==> config.mk <==
export PLATFORM = sky130hd
export DESIGN_NAME = cal_time_keeper
export DESIGN_NICKNAME = d
export VERILOG_FILES = /design/src/rtl/cal_pkg.sv /design/src/rtl/cal_tick_src.sv /design/src/rtl/cal_bcd_field.sv /design/src/rtl/cal_time_keeper.sv
export SDC_FILE = /design/constraint.sdc
export NUM_CORES = 1
export LEC_CHECK = 0
export CAP_MARGIN = 20
export CORE_MARGIN = 4
export CORE_UTILIZATION = 40
export CTS_CLUSTER_DIAMETER = 50
export CTS_CLUSTER_SIZE = 40
export DETAILED_ROUTE_END_ITERATION = 6
export DONT_BUFFER_PORTS = 1
export GPL_TIMING_DRIVEN = 1
export HOLD_SLACK_MARGIN = 0.02
export SLEW_MARGIN = 20
export SYNTH_ARGS = -nofsm -noshare
export SYNTH_HDL_FRONTEND = slang
export SYNTH_SLANG_ARGS = --single-unit
==> constraint.sdc <==
create_clock -name clk -period 2.98 [get_ports clk]
set_clock_uncertainty 0.15 [all_clocks]
set_input_delay 0.298 -clock clk [delete_from_list [all_inputs] [get_ports clk]]
set_output_delay 0.298 -clock clk [all_outputs]
set_load 0.02 [all_outputs]
==> src/rtl/cal_pkg.sv <==
package cal_pkg;

    typedef enum logic [1:0] {
        SRC_INT = 2'd0,
        SRC_KHZ = 2'd1,
        SRC_HZ  = 2'd2,
        SRC_OFF = 2'd3
    } tick_src_e;

    localparam logic [2:0] FLD_MS   = 3'd0;
    localparam logic [2:0] FLD_SEC  = 3'd1;
    localparam logic [2:0] FLD_MIN  = 3'd2;
    localparam logic [2:0] FLD_HOUR = 3'd3;
    localparam logic [2:0] FLD_DAY  = 3'd4;
    localparam logic [2:0] FLD_MON  = 3'd5;
    localparam logic [2:0] FLD_YEAR = 3'd6;

    // Divisible by 4 in packed BCD: an even tens digit needs units 0/4/8,
    // an odd tens digit needs units 2/6.
    function automatic logic bcd_leap(input logic [7:0] yr);
        logic [3:0] u;
        u = yr[3:0];
        if (yr[4] == 1'b0)
            return (u == 4'd0) || (u == 4'd4) || (u == 4'd8);
        else
            return (u == 4'd2) || (u == 4'd6);
    endfunction

    function automatic logic [7:0] bcd_month_end(input logic [7:0] mon, input logic leap);
        case (mon)
            8'h02:                      return leap ? 8'h29 : 8'h28;
            8'h04, 8'h06, 8'h09, 8'h11: return 8'h30;
            default:                    return 8'h31;
        endcase
    endfunction

endpackage

==> src/rtl/cal_tick_src.sv <==
module cal_tick_src #(
    parameter int DIV = 50000
) (
    input  logic       clk,
    input  logic       rst_n,
    input  logic [1:0] src_sel,
    input  logic       ref_khz,
    input  logic       ref_khz_en,
    input  logic       ref_hz,
    input  logic       ref_hz_en,
    output logic       tick_khz,
    output logic       tick_hz
);
    import cal_pkg::*;

    localparam int NCH = 2;
    localparam int CW  = (DIV > 1) ? $clog2(DIV) : 1;
    localparam logic [CW-1:0] CNT_TOP = CW'(DIV - 1);

    logic [NCH-1:0] ref_in;
    logic [NCH-1:0] ref_en;
    logic [NCH-1:0] edge_ok;

    assign ref_in = {ref_hz, ref_khz};
    assign ref_en = {ref_hz_en, ref_khz_en};

    typedef struct packed {
        logic [1:0] sync;
        logic       prev;
    } chan_t;

    for (genvar g = 0; g < NCH; g++) begin : g_chan
        chan_t ch_d, ch_q;

        always_comb begin
            ch_d      = ch_q;
            ch_d.sync = {ch_q.sync[0], ref_in[g]};
            ch_d.prev = ch_q.sync[1];
        end

        always_ff @(posedge clk or negedge rst_n) begin
            if (!rst_n) ch_q <= '0;
            else        ch_q <= ch_d;
        end

        assign edge_ok[g] = ch_q.sync[1] & ~ch_q.prev & ref_en[g];
    end

    logic [CW-1:0] cnt_d, cnt_q;
    logic          div_tick;
    tick_src_e     src;

    assign src      = tick_src_e'(src_sel);
    assign div_tick = (src == SRC_INT) && (cnt_q == CNT_TOP);

    always_comb begin
        cnt_d = cnt_q;
        if (src != SRC_INT)  cnt_d = '0;
        else if (div_tick)   cnt_d = '0;
        else                 cnt_d = cnt_q + 1'b1;
    end

    always_ff @(posedge clk or negedge rst_n) begin
        if (!rst_n) cnt_q <= '0;
        else        cnt_q <= cnt_d;
    end

    assign tick_khz = div_tick | ((src == SRC_KHZ) & edge_ok[0]);
    assign tick_hz  = (src == SRC_HZ) & edge_ok[1];

    // every tick is a single-cycle pulse
    p_tick_pulse_r8: assert property (@(posedge clk) disable iff (!rst_n)
        (tick_khz | tick_hz) |=> !(tick_khz | tick_hz));

    // a disabled 1 Hz reference never yields a tick
    p_hz_enable_r9: assert property (@(posedge clk) disable iff (!rst_n)
        !ref_hz_en |-> !tick_hz);

endmodule

==> src/rtl/cal_bcd_field.sv <==
module cal_bcd_field #(
    parameter int                  DIGITS = 2,
    parameter logic [4*DIGITS-1:0] BASE   = '0
) (
    input  logic                  clk,
    input  logic                  rst_n,
    input  logic                  adv,
    input  logic                  ld,
    input  logic [4*DIGITS-1:0]   ld_val,
    input  logic [4*DIGITS-1:0]   last,
    output logic [4*DIGITS-1:0]   val,
    output logic                  carry,
    output logic                  roll
);
    localparam int W = 4 * DIGITS;

    typedef struct packed {
        logic [W-1:0] val;
        logic         roll;
    } fld_t;

    fld_t         st_d, st_q;
    logic [W-1:0] inc_v;

    // BCD increment, digit by digit with a ripple carry
    always_comb begin
        logic c;
        inc_v = st_q.val;
        c     = 1'b1;
        for (int i = 0; i < DIGITS; i++) begin
            if (c) begin
                if (inc_v[4*i +: 4] >= 4'd9) begin
                    inc_v[4*i +: 4] = 4'd0;
                end else begin
                    inc_v[4*i +: 4] = inc_v[4*i +: 4] + 4'd1;
                    c = 1'b0;
                end
            end
        end
    end

    assign carry = adv && !ld && (st_q.val >= last);

    always_comb begin
        st_d      = st_q;
        st_d.roll = 1'b0;
        if (ld) begin
            st_d.val = ld_val;
        end else if (adv) begin
            st_d.val  = carry ? BASE : inc_v;
            st_d.roll = carry;
        end
    end

    always_ff @(posedge clk or negedge rst_n) begin
        if (!rst_n) st_q <= '{val: BASE, roll: 1'b0};
        else        st_q <= st_d;
    end

    assign val  = st_q.val;
    assign roll = st_q.roll;

    // a rollover strobe coincides with the wrapped value
    p_roll_to_base_r7: assert property (@(posedge clk) disable iff (!rst_n)
        roll |-> (val == BASE));

    // the strobe lasts one cycle unless advanced again
    p_roll_single_r7: assert property (@(posedge clk) disable iff (!rst_n)
        (roll && !adv) |=> !roll);

    // a load shows its value on the next cycle
    p_ld_value_r10: assert property (@(posedge clk) disable iff (!rst_n)
        ld |=> (val == $past(ld_val)));

    // with no tick and no load the field holds
    p_idle_hold_r8: assert property (@(posedge clk) disable iff (!rst_n)
        (!adv && !ld) |=> $stable(val));

endmodule

==> src/rtl/cal_time_keeper.sv <==
module cal_time_keeper #(
    parameter int CLK_HZ  = 50_000_000,
    parameter int TICK_HZ = 1000
) (
    input  logic        clk,
    input  logic        rst_n,
    input  logic [1:0]  src_sel,
    input  logic        ref_khz,
    input  logic        ref_khz_en,
    input  logic        ref_hz,
    input  logic        ref_hz_en,
    input  logic        wr_en,
    input  logic [2:0]  wr_sel,
    input  logic [11:0] wr_data,
    output logic [11:0] ms_bcd,
    output logic [7:0]  sec_bcd,
    output logic [7:0]  min_bcd,
    output logic [7:0]  hour_bcd,
    output logic [7:0]  day_bcd,
    output logic [7:0]  mon_bcd,
    output logic [7:0]  year_bcd,
    output logic        roll_sec,
    output logic        roll_min,
    output logic        roll_hour,
    output logic        roll_day,
    output logic        roll_mon,
    output logic        roll_year
);
    import cal_pkg::*;

    localparam int DIV = CLK_HZ / TICK_HZ;

    logic tick_khz, tick_hz;

    cal_tick_src #(.DIV(DIV)) i_tick (
        .clk        (clk),
        .rst_n      (rst_n),
        .src_sel    (src_sel),
        .ref_khz    (ref_khz),
        .ref_khz_en (ref_khz_en),
        .ref_hz     (ref_hz),
        .ref_hz_en  (ref_hz_en),
        .tick_khz   (tick_khz),
        .tick_hz    (tick_hz)
    );

    // Carry chain and write decode, all combinational
    logic adv_ms, adv_sec, adv_min, adv_hour, adv_day, adv_mon, adv_year;
    logic c_ms, c_sec, c_min, c_hour, c_day, c_mon, c_year;
    logic ld_ms, ld_sec, ld_min, ld_hour, ld_day, ld_mon, ld_year;
    logic [11:0] ms_ld_val;
    logic [7:0]  day_last;
    logic        r_ms;

    always_comb begin
        adv_ms   = tick_khz & ~wr_en;
        adv_sec  = (tick_hz & ~wr_en) | c_ms;
        adv_min  = c_sec;
        adv_hour = c_min;
        adv_day  = c_hour;
        adv_mon  = c_day;
        adv_year = c_mon;

        ld_ms    = wr_en && ((wr_sel == FLD_MS) || (wr_sel == FLD_SEC));
        ld_sec   = wr_en && (wr_sel == FLD_SEC);
        ld_min   = wr_en && (wr_sel == FLD_MIN);
        ld_hour  = wr_en && (wr_sel == FLD_HOUR);
        ld_day   = wr_en && (wr_sel == FLD_DAY);
        ld_mon   = wr_en && (wr_sel == FLD_MON);
        ld_year  = wr_en && (wr_sel == FLD_YEAR);

        ms_ld_val = (wr_sel == FLD_MS) ? wr_data : 12'h000;
        day_last  = bcd_month_end(mon_bcd, bcd_leap(year_bcd));
    end

    cal_bcd_field #(.DIGITS(3), .BASE(12'h000)) i_ms (
        .clk(clk), .rst_n(rst_n), .adv(adv_ms), .ld(ld_ms), .ld_val(ms_ld_val),
        .last(12'h999), .val(ms_bcd), .carry(c_ms), .roll(r_ms));

    cal_bcd_field #(.DIGITS(2), .BASE(8'h00)) i_sec (
        .clk(clk), .rst_n(rst_n), .adv(adv_sec), .ld(ld_sec), .ld_val(wr_data[7:0]),
        .last(8'h59), .val(sec_bcd), .carry(c_sec), .roll(roll_sec));

    cal_bcd_field #(.DIGITS(2), .BASE(8'h00)) i_min (
        .clk(clk), .rst_n(rst_n), .adv(adv_min), .ld(ld_min), .ld_val(wr_data[7:0]),
        .last(8'h59), .val(min_bcd), .carry(c_min), .roll(roll_min));

    cal_bcd_field #(.DIGITS(2), .BASE(8'h00)) i_hour (
        .clk(clk), .rst_n(rst_n), .adv(adv_hour), .ld(ld_hour), .ld_val(wr_data[7:0]),
        .last(8'h23), .val(hour_bcd), .carry(c_hour), .roll(roll_hour));

    cal_bcd_field #(.DIGITS(2), .BASE(8'h01)) i_day (
        .clk(clk), .rst_n(rst_n), .adv(adv_day), .ld(ld_day), .ld_val(wr_data[7:0]),
        .last(day_last), .val(day_bcd), .carry(c_day), .roll(roll_day));

    cal_bcd_field #(.DIGITS(2), .BASE(8'h01)) i_mon (
        .clk(clk), .rst_n(rst_n), .adv(adv_mon), .ld(ld_mon), .ld_val(wr_data[7:0]),
        .last(8'h12), .val(mon_bcd), .carry(c_mon), .roll(roll_mon));

    cal_bcd_field #(.DIGITS(2), .BASE(8'h00)) i_year (
        .clk(clk), .rst_n(rst_n), .adv(adv_year), .ld(ld_year), .ld_val(wr_data[7:0]),
        .last(8'h99), .val(year_bcd), .carry(c_year), .roll(roll_year));

    // hours only wrap after 23
    p_hour_wrap_r3: assert property (@(posedge clk) disable iff (!rst_n)
        roll_hour |-> ($past(hour_bcd) >= 8'h23));

    // the day only wraps from a month-end value
    p_day_wrap_r4: assert property (@(posedge clk) disable iff (!rst_n)
        roll_day |-> ($past(day_bcd) >= 8'h28));

    // leaving February needs the leap-aware last day
    p_feb_end_r5: assert property (@(posedge clk) disable iff (!rst_n)
        (roll_day && mon_bcd == 8'h03) |->
        ($past(day_bcd) >= (bcd_leap(year_bcd) ? 8'h29 : 8'h28)));

    // the year strobe needs the month strobe with it
    p_year_chain_r6: assert property (@(posedge clk) disable iff (!rst_n)
        roll_year |-> roll_mon);

    // a seconds write leaves ms at zero
    p_sec_wr_clears_ms_r10: assert property (@(posedge clk) disable iff (!rst_n)
        (wr_en && wr_sel == FLD_SEC) |=> (ms_bcd == 12'h000));

endmodule

Word-level counts from Yosys, hierarchy flattened
Index checks and enable logic that the tools add are counted.
{"block": "word_totals", "out_inout_bits": 66, "ff_bits": 88, "wordCells": 221, "in_bits": 24}
{"block": "op_classes", "n_bitwise": 13, "magnitude_cmp": 22, "muxes": 65, "add_sub_neg": 16, "reduce_logical": 61, "n_eq_ne": 18}
{"op": "$mux W8", "count": 12}
{"op": "$mux W4", "count": 23}
{"op": "$add A4 B1 Y4 const B", "count": 15}
{"op": "$ge A4 B4 Y1 const B", "count": 15}
{"op": "$mux W9", "count": 6}
{"op": "$mux W12", "count": 3}
{"op": "$mux W16", "count": 2}
{"op": "$reduce_bool A3 Y1", "count": 8}
{"op": "$logic_and A1 B1 Y1", "count": 22}
{"op": "$mux W1", "count": 17}
{"op": "$add A16 B1 Y16 const B", "count": 1}
{"op": "$eq A16 B16 Y1 const B", "count": 1}
{"op": "$eq A8 B3 Y1 const B", "count": 2}
{"op": "$ge A8 B7 Y1 const B", "count": 2}
{"op": "$reduce_and A2 Y1", "count": 8}
{"op": "$reduce_bool A2 Y1", "count": 8}
{"op": "$mux W13", "count": 1}
{"op": "$ge A12 B12 Y1 const B", "count": 1}
{"op": "$pmux W5 S2", "count": 1}
{"op": "$eq A3 B3 Y1 const B", "count": 3}
{"op": "$and A1 B1 Y1", "count": 8}
{"op": "$eq A4 B3 Y1 const B", "count": 2}
{"op": "$eq A8 B2 Y1 const B", "count": 1}
{"op": "$eq A8 B4 Y1 const B", "count": 1}
{"op": "other kinds (19)", "count": 32}

Depth between registers and ports, before layout
{"block": "depth", "word_depth": 24, "mapped_depth": 15, "mapped_depth_nobuf": 14}

Modules after synthesis
A second synthesis with hierarchy kept.
{"block": "hier_totals", "hier_cells": 835, "area_unflattened_um2": 7723.7}
{"mod": "cal_bcd_field at i_hour ...", "cells_per_inst": 90, "seq_area_each_um2": 225.2, "area_per_inst_um2": 857.1, "instances": 4}
{"mod": "cal_bcd_field at i_day ...", "cells_per_inst": 93, "seq_area_each_um2": 226.5, "area_per_inst_um2": 868.3, "instances": 2}
{"mod": "cal_bcd_field at i_ms", "cells_per_inst": 147, "seq_area_each_um2": 325.3, "area_per_inst_um2": 1295.0, "instances": 1}
{"mod": "cal_tick_src", "cells_per_inst": 97, "seq_area_each_um2": 550.5, "area_per_inst_um2": 1004.7, "instances": 1}
{"mod": "cal_time_keeper", "cells_per_inst": 45, "seq_area_each_um2": 0.0, "area_per_inst_um2": 259.0, "instances": 1}

Worst setup path after synthesis
No wires, ideal clock.
{"block": "synth_path", "path_kind": "reg2reg", "start": "reg i_mon.st_q, in the netlist i_mon.val[0]", "end": "reg i_year.st_q, in the netlist i_year.val[4]", "path_slack_ns": -0.458, "n_path_buf": 0, "arrival_ns": 3.208, "stages_incl_launch_ff": 15, "cell_sequence": "dfstp_2 inv_1 ha_1 o211ai_1 a21oi_1 a31oi_1 nor3_1 a21oi_1 ha_1 nor4b_1 o211ai_1 o31ai_1 or4_1 o21a_1 mux2i_1"}
{"block": "synth_via", "elab_chain_cells": 12, "elab_cells_between_ends": 20, "cone_classes": "order compare: 2; eq/ne: 5; mux: 4; reduce/logical: 9"}
{"item": "start, declared", "line_no": "cal_bcd_field.sv:22", "source": "fld_t st_d, st_q;"}
{"item": "start signal, assigned", "line_no": "cal_bcd_field.sv:56", "source": "if (!rst_n) st_q <= '{val: BASE, roll: 1'b0};"}
{"item": "start signal, assigned", "line_no": "cal_bcd_field.sv:57", "source": "else st_q <= st_d;"}
{"item": "$eq A8 B3 Y1, or another cell as far along", "line_no": "cal_pkg.sv:30", "source": "case (mon)"}
{"item": "$reduce_or A4 Y1", "line_no": "cal_pkg.sv:30"}
{"item": "$pmux W5 S2", "line_no": "cal_pkg.sv:30"}
{"item": "$ge A8 B6 Y1", "line_no": "cal_bcd_field.sv:42", "source": "assign carry = adv && !ld && (st_q.val >= last);"}
{"item": "$logic_and A1 B1 Y1 (2 in series)", "line_no": "cal_bcd_field.sv:42"}
{"item": "$logic_and A1 B1 Y1 *", "line_no": "cal_bcd_field.sv:42"}
{"item": "$logic_and A1 B1 Y1 (2 in series)", "line_no": "cal_bcd_field.sv:42"}
{"item": "$mux W8", "line_no": "cal_bcd_field.sv:50", "source": "st_d.val = carry ? BASE : inc_v;"}
{"item": "$mux W9", "line_no": "cal_bcd_field.sv:49", "source": "end else if (adv) begin"}
{"item": "$mux W8", "line_no": "cal_bcd_field.sv:47", "source": "if (ld) begin"}
{"item": "end signal, assigned", "line_no": "cal_bcd_field.sv:56"}
{"item": "end signal, assigned", "line_no": "cal_bcd_field.sv:57"}
{"item": "end, declared", "line_no": "cal_bcd_field.sv:22"}
Mark *: on every way between the ends. The rest lies on a longest branch, timed or not. The select of a mux whose other input is x is not followed.
A chain may end at the register's enable or synchronous reset.

==> impl.org <==
** Setup path
- The worst setup path is launched from a flip-flop.
- In this run the worst path has a maximum fanout of 6.
- In this run the register-to-register setup slack is -0.41 ns.
- The critical path in this run is classified as reg2reg.
- Crit. Startpoint :: i_mon.val[5]$_DFFE_PN0P_
- The worst setup path is captured at a flip-flop.
- Critical register-to-register path startpoint :: i_mon.val[5]$_DFFE_PN0P_
- The number of cells on the worst reg-to-reg path is 15.
- The critical path ends at i_year.roll$_DFF_PN0_.
- Required time at the endpoint of the critical path :: 3.12 ns
- In this run the critical register-to-register path is captured at i_year.roll$_DFF_PN0_.
- Worst endpoint data arrival time :: around 3.5 ns

** Cells and area
- # nets final :: about 760
- From synthesis to final layout, the design area changed by 24.2%.
- Cell area after layout :: a little over 7000 um^2
- FILL cells :: 1289
- In the final layout, the share of cells above drive strength 1 is 0.209.
- Area of combinational cells with multiple inputs :: between 3000 and 4000 um^2
- The library cell used most frequently in the layout, excluding fill and tap cells, is sky130_fd_sc_hd__dfrtp_1.
- Registers take about 2200 um^2.
- Commonest non-fill, non-tap cells in the layout :: 85 x sky130_fd_sc_hd__dfrtp_1, 62 x sky130_fd_sc_hd__buf_4, 59 x sky130_fd_sc_hd__nand2_1

** Logic synthesis
- Yosys printed 0 warnings.
- Yosys top cell by area :: sky130_fd_sc_hd__dfrtp_1
- The portion of synthesized area spent on multiplexers is 0.00912.
- Most used DFF post-synth :: sky130_fd_sc_hd__dfrtp_1
- Post-Synth Simple-Gate Area :: 0.237
- Post-synthesis instance area :: between 5000 and 6000 um^2
- Post-synthesis compound-gate area fraction :: 0.197
- Per-instance average area after synthesis :: roughly 9.4 um^2
- Dominant combinational cell family by area after synthesis :: simple AND/OR/NAND/NOR gates
- Of the total synthesized cell area, the portion taken by XOR and XNOR cells is 0.0213.
- Counting every net in the synthesized netlist gives around 690.
- EDFF count, synth :: 0
- Of the total synthesized cell area, the portion taken by full adders, half adders and majority gates is 0.113.
- Top post-synthesis cells by area :: sky130_fd_sc_hd__dfrtp_1 37%, sky130_fd_sc_hd__ha_1 11%, sky130_fd_sc_hd__nand2_1 3.8%, sky130_fd_sc_hd__nand3_1 3.0%, sky130_fd_sc_hd__nor2_1 2.9%
- Number of flip-flops and latches in the synthesized netlist :: 88
- Cells after Synth :: 610
- Sequential cell area fraction in the yosys report :: 0.383
- Share of the synthesized area in the top cell type :: 0.374
- Distinct cell type count after synthesis :: 80
- FFs w/ async S/R, synth :: 1.00

** STA
- Across all hold checks on the routed design, the worst slack comes to 0.0349 ns.
- Max frequency :: approximately 290 MHz
- Rel. slew slack :: 0.512
- The count of final hold-check violations came to 0.
- Setup violations remaining at the end of the flow were counted as 27.
- In the finished design, the share of the clock period the worst path needs comes to 1.14.
- The smallest clock period supported by the final layout is computed as ~3.4 ns.
- For the pin with the worst max-slew slack, the measured transition is about 0.73 ns.
- Setup repair after global routing could not meet its margin everywhere.
- The number of max-slew violations in the final report came to 0.
- Crit path setup slack, layout :: -0.414 ns

** Hold path
- The min-delay analysis places its worst path in the category in2reg.
- Count of cells along the worst hold path :: 2

** Power
- Net switching component of the power :: around 0.0016 W
- Tot Pwr :: 0.00441 W
- In this run the static leakage power is between 3 and 4 nW.
- Proportion of total power due to net switching :: 0.367
- Power spread over the standard cell area amounts to 616 nW/um^2.
- The share of total power dissipated in sequential elements is 0.375.
- Part of the power in the clock network :: 0.298
- Of the total power, combinational logic draws 0.327.
- Design internal power :: between 0.002 and 0.003 W
- IR drop worst, VDD :: about 310 uV

** GRT
- Leftover overflow at the end of global routing :: 0
- Global-route wire length before repair :: between 20 and 30 mm
- Pin count of the biggest net entering global routing :: 89
- The initial antenna violation count is 1.
- The via count of the first global-routing pass was approximately 5100.
- Overall fraction of global-route tracks in use :: 0.217

** Placed design
- Port Buffer Count :: 0
- Summing all placed instances gives a cell area of between 6000 and 7000 um^2.
- The HPWL after detailed placement is between 10 and 15 mm.
- Gpl congestion :: 0.842

** Die
- The floorplan has 43 rows.
- Number of placed I/O pins :: 90
- In this run the standard cell core region covers roughly 14000 um^2.
- Die width :: around 130 um
- In this run the vertical extent of the chip is 128 um.
- The die covers roughly 16000 um^2.
- For this configuration, the core starts out at a cell density of 0.412.

** Job
- The tool flagged a number of max-cap violations equal to 0.

** Outcome
- The checks that failed: setup timing.
- The run finished, with violations left.

** Drt
- Number of optimization iterations in the first detailed-route pass :: 5
- For this block, the initial DRC count from the detailed router was 370.
- Dividing the detail-routed via count by the number of cells gives ~5.9.
- The count of nets left with antenna violations once routing finished came out at 0.
- After detailed routing, the number of remaining DRC violations is 0.
- Dividing the detail-routed wire length by the instance count gives approximately 20 um.
- The final layout contains routed wiring with a total length of around 17 mm.
- Via count of the routed design :: between 5000 and 6000

** Clock network
- Maximum buffer depth of the clock tree :: 2
- The H-tree was split into 3 levels.
- Clock latency on the worst-skew pair, taken at its later pin, is 0.35 ns.
- TritonCTS built the clock tree.
- Counting every sink on the clock net gives 88.
- TritonCTS created 9 clock buffers.
- The tree is rooted in a sky130_fd_sc_hd__clkbuf_16.
- After clock tree synthesis, the clock-pin slew on the worst setup and hold paths is about 0.070 ns.
-- layout make-up --
type                            count  share of cell area
Antenna cell                        1            0.000350
Clock buffer                       10              0.0320
Clock inverter                      6              0.0150
Inverter                           40              0.0210
Multi-Input combinational cell    467               0.494
Sequential cell                    88               0.308
Tap cell                          180              0.0315
Timing Repair Buffer               82              0.0981
-- stage by stage --
| stage | setup WS [ns] | util | cells | setup TNS (ns) |
|---|---|---|---|---|
| after CTS | -0.385 | 0.508 | 872 | -8.13 |
| final | -0.414 | 0.512 | 874 | -8.58 |
| after global routing | -0.566 | 0.512 | 873 | -13.07 |
| after floorplan | -0.276 | - | 610 | -4.74 |
| after global placement | -0.499 | 0.460 | 834 | -10.09 |
| after detailed placement | -0.502 | 0.460 | 834 | -10.46 |
-- layer usage --
metal,track usage,vias up,part of all wire
li1,-,2391,-
met1,0.269,2549,0.41
met2,0.358,180,0.49
met3,0.0663,30,0.080
met4,0.0743,0,0.028
met5,0,-,0
-- cells in the mapped netlist (3+ instances only) --
| cell | number |
|---|---|
| sky130_fd_sc_hd__a21o_1 | 3 |
| sky130_fd_sc_hd__nand4_1 | 8 |
| sky130_fd_sc_hd__nand3b_1 | 4 |
| sky130_fd_sc_hd__nand3_1 | 35 |
| sky130_fd_sc_hd__o31ai_1 | 9 |
| sky130_fd_sc_hd__a221o_1 | 14 |
| sky130_fd_sc_hd__xnor2_1 | 8 |
| sky130_fd_sc_hd__ha_1 | 52 |
| sky130_fd_sc_hd__nor4_1 | 5 |
| sky130_fd_sc_hd__o211ai_1 | 20 |
| sky130_fd_sc_hd__and3_1 | 10 |
| sky130_fd_sc_hd__nand2b_1 | 6 |
| sky130_fd_sc_hd__o21ai_0 | 17 |
| sky130_fd_sc_hd__nor4b_1 | 6 |
| sky130_fd_sc_hd__or3_1 | 4 |
| sky130_fd_sc_hd__and2_1 | 15 |
| sky130_fd_sc_hd__o21a_1 | 4 |
| sky130_fd_sc_hd__a31oi_1 | 10 |
| sky130_fd_sc_hd__o311ai_0 | 3 |
| sky130_fd_sc_hd__mux2i_1 | 3 |
| sky130_fd_sc_hd__inv_1 | 39 |
| sky130_fd_sc_hd__nor3_1 | 14 |
| sky130_fd_sc_hd__a21boi_0 | 3 |
| sky130_fd_sc_hd__clkbuf_1 | 6 |
| sky130_fd_sc_hd__a32oi_1 | 5 |
| sky130_fd_sc_hd__xor2_1 | 6 |
| sky130_fd_sc_hd__dfrtp_1 | 86 |
| sky130_fd_sc_hd__nand4b_1 | 4 |
| sky130_fd_sc_hd__o2111ai_1 | 4 |
| sky130_fd_sc_hd__buf_2 | 5 |
| sky130_fd_sc_hd__a22oi_1 | 5 |
| sky130_fd_sc_hd__nor2_1 | 45 |
| sky130_fd_sc_hd__a21oi_1 | 14 |
| sky130_fd_sc_hd__a22o_1 | 5 |
| sky130_fd_sc_hd__nor2b_1 | 15 |
| sky130_fd_sc_hd__nand2_1 | 59 |
-- worst min path at each step --
| stage | startpoint | to | slack, ns |
|---|---|---|---|
| final | wr_data[5] | i_day.val[5]$_DFFE_PN0P_ | 0.03 |
| after global routing | wr_data[5] | i_day.val[5]$_DFFE_PN0P_ | 0.03 |
| after CTS | wr_data[5] | i_ms.val[5]$_DFFE_PN0P_ | 0.02 |
| after detailed placement | rst_n | i_mon.val[2]$_DFFE_PN0P_ | -0.14 |
| after global placement | rst_n | i_mon.val[2]$_DFFE_PN0P_ | -0.14 |
| after floorplan | rst_n | i_day.roll$_DFF_PN0_ | -0.15 |
-- registers in the layout, indices dropped and copies added (netlist names) --
| signal | cells |
|---|---|
| i_sec.roll | 1 |
| i_mon.roll | 1 |
| i_tick.cnt_q | 16 |
| i_ms.val | 12 |
| i_tick.g_chan.ch_d | 4 |
| i_min.val | 8 |
| i_tick.g_chan.ch_q | 2 |
| i_sec.val | 8 |
| i_hour.val | 8 |
| i_day.val | 8 |
| i_day.roll | 1 |
| i_min.roll | 1 |
| i_hour.roll | 1 |
| i_mon.val | 8 |
| i_year.roll | 1 |
| i_year.val | 8 |
-- what timing repair did --
action                                  4_1_cts  5_1_grt
hold buffers                                 12        0
pin swaps                                    30       11
endpoints found under the setup margin       27       27
hold endpoints to repair                    135        0
setup buffers                                14        2
resized for setup                            24        8
-- cell families (layout without fill, tap and decap cells) --
logic type,after synthesis,after routing
fa+ha+maj,52,52
xor+xnor,14,14
flops,88,88
simple gates,253,253
other cells,0,1
buf+inv,55,138
mux,5,5
compound gates,143,143
-- worst max-delay path, stage by stage (launching register included) --
cell and delay, ns:
sky130_fd_sc_hd__dfrtp_1 0.39, sky130_fd_sc_hd__inv_2 0.08, sky130_fd_sc_hd__ha_1 0.16, sky130_fd_sc_hd__nor2b_2 0.16, sky130_fd_sc_hd__nand4b_1 0.21, sky130_fd_sc_hd__buf_4 0.21, sky130_fd_sc_hd__buf_4 0.12, sky130_fd_sc_hd__ha_1 0.26
sky130_fd_sc_hd__nand3_1 0.07, sky130_fd_sc_hd__o211ai_1 0.31, sky130_fd_sc_hd__nor3_2 0.07, sky130_fd_sc_hd__buf_4 0.15, sky130_fd_sc_hd__or3_4 0.33, sky130_fd_sc_hd__buf_6 0.14, sky130_fd_sc_hd__nor3_4 0.29, sky130_fd_sc_hd__and3b_1 0.21
-- power groups by stage --
stage / logic, W / registers (W) / clock network, W
final: 0.00144 / 0.00165 / 0.00131
after CTS: 0.00142 / 0.00165 / 0.00135
after floorplan: 0.000669 / 0.00176 / 0
after global placement: 0.00119 / 0.00166 / 0
after detailed placement: 0.00123 / 0.00167 / 0
after global routing: 0.00158 / 0.00168 / 0.00139
Power figures use the tool's default switching activity.
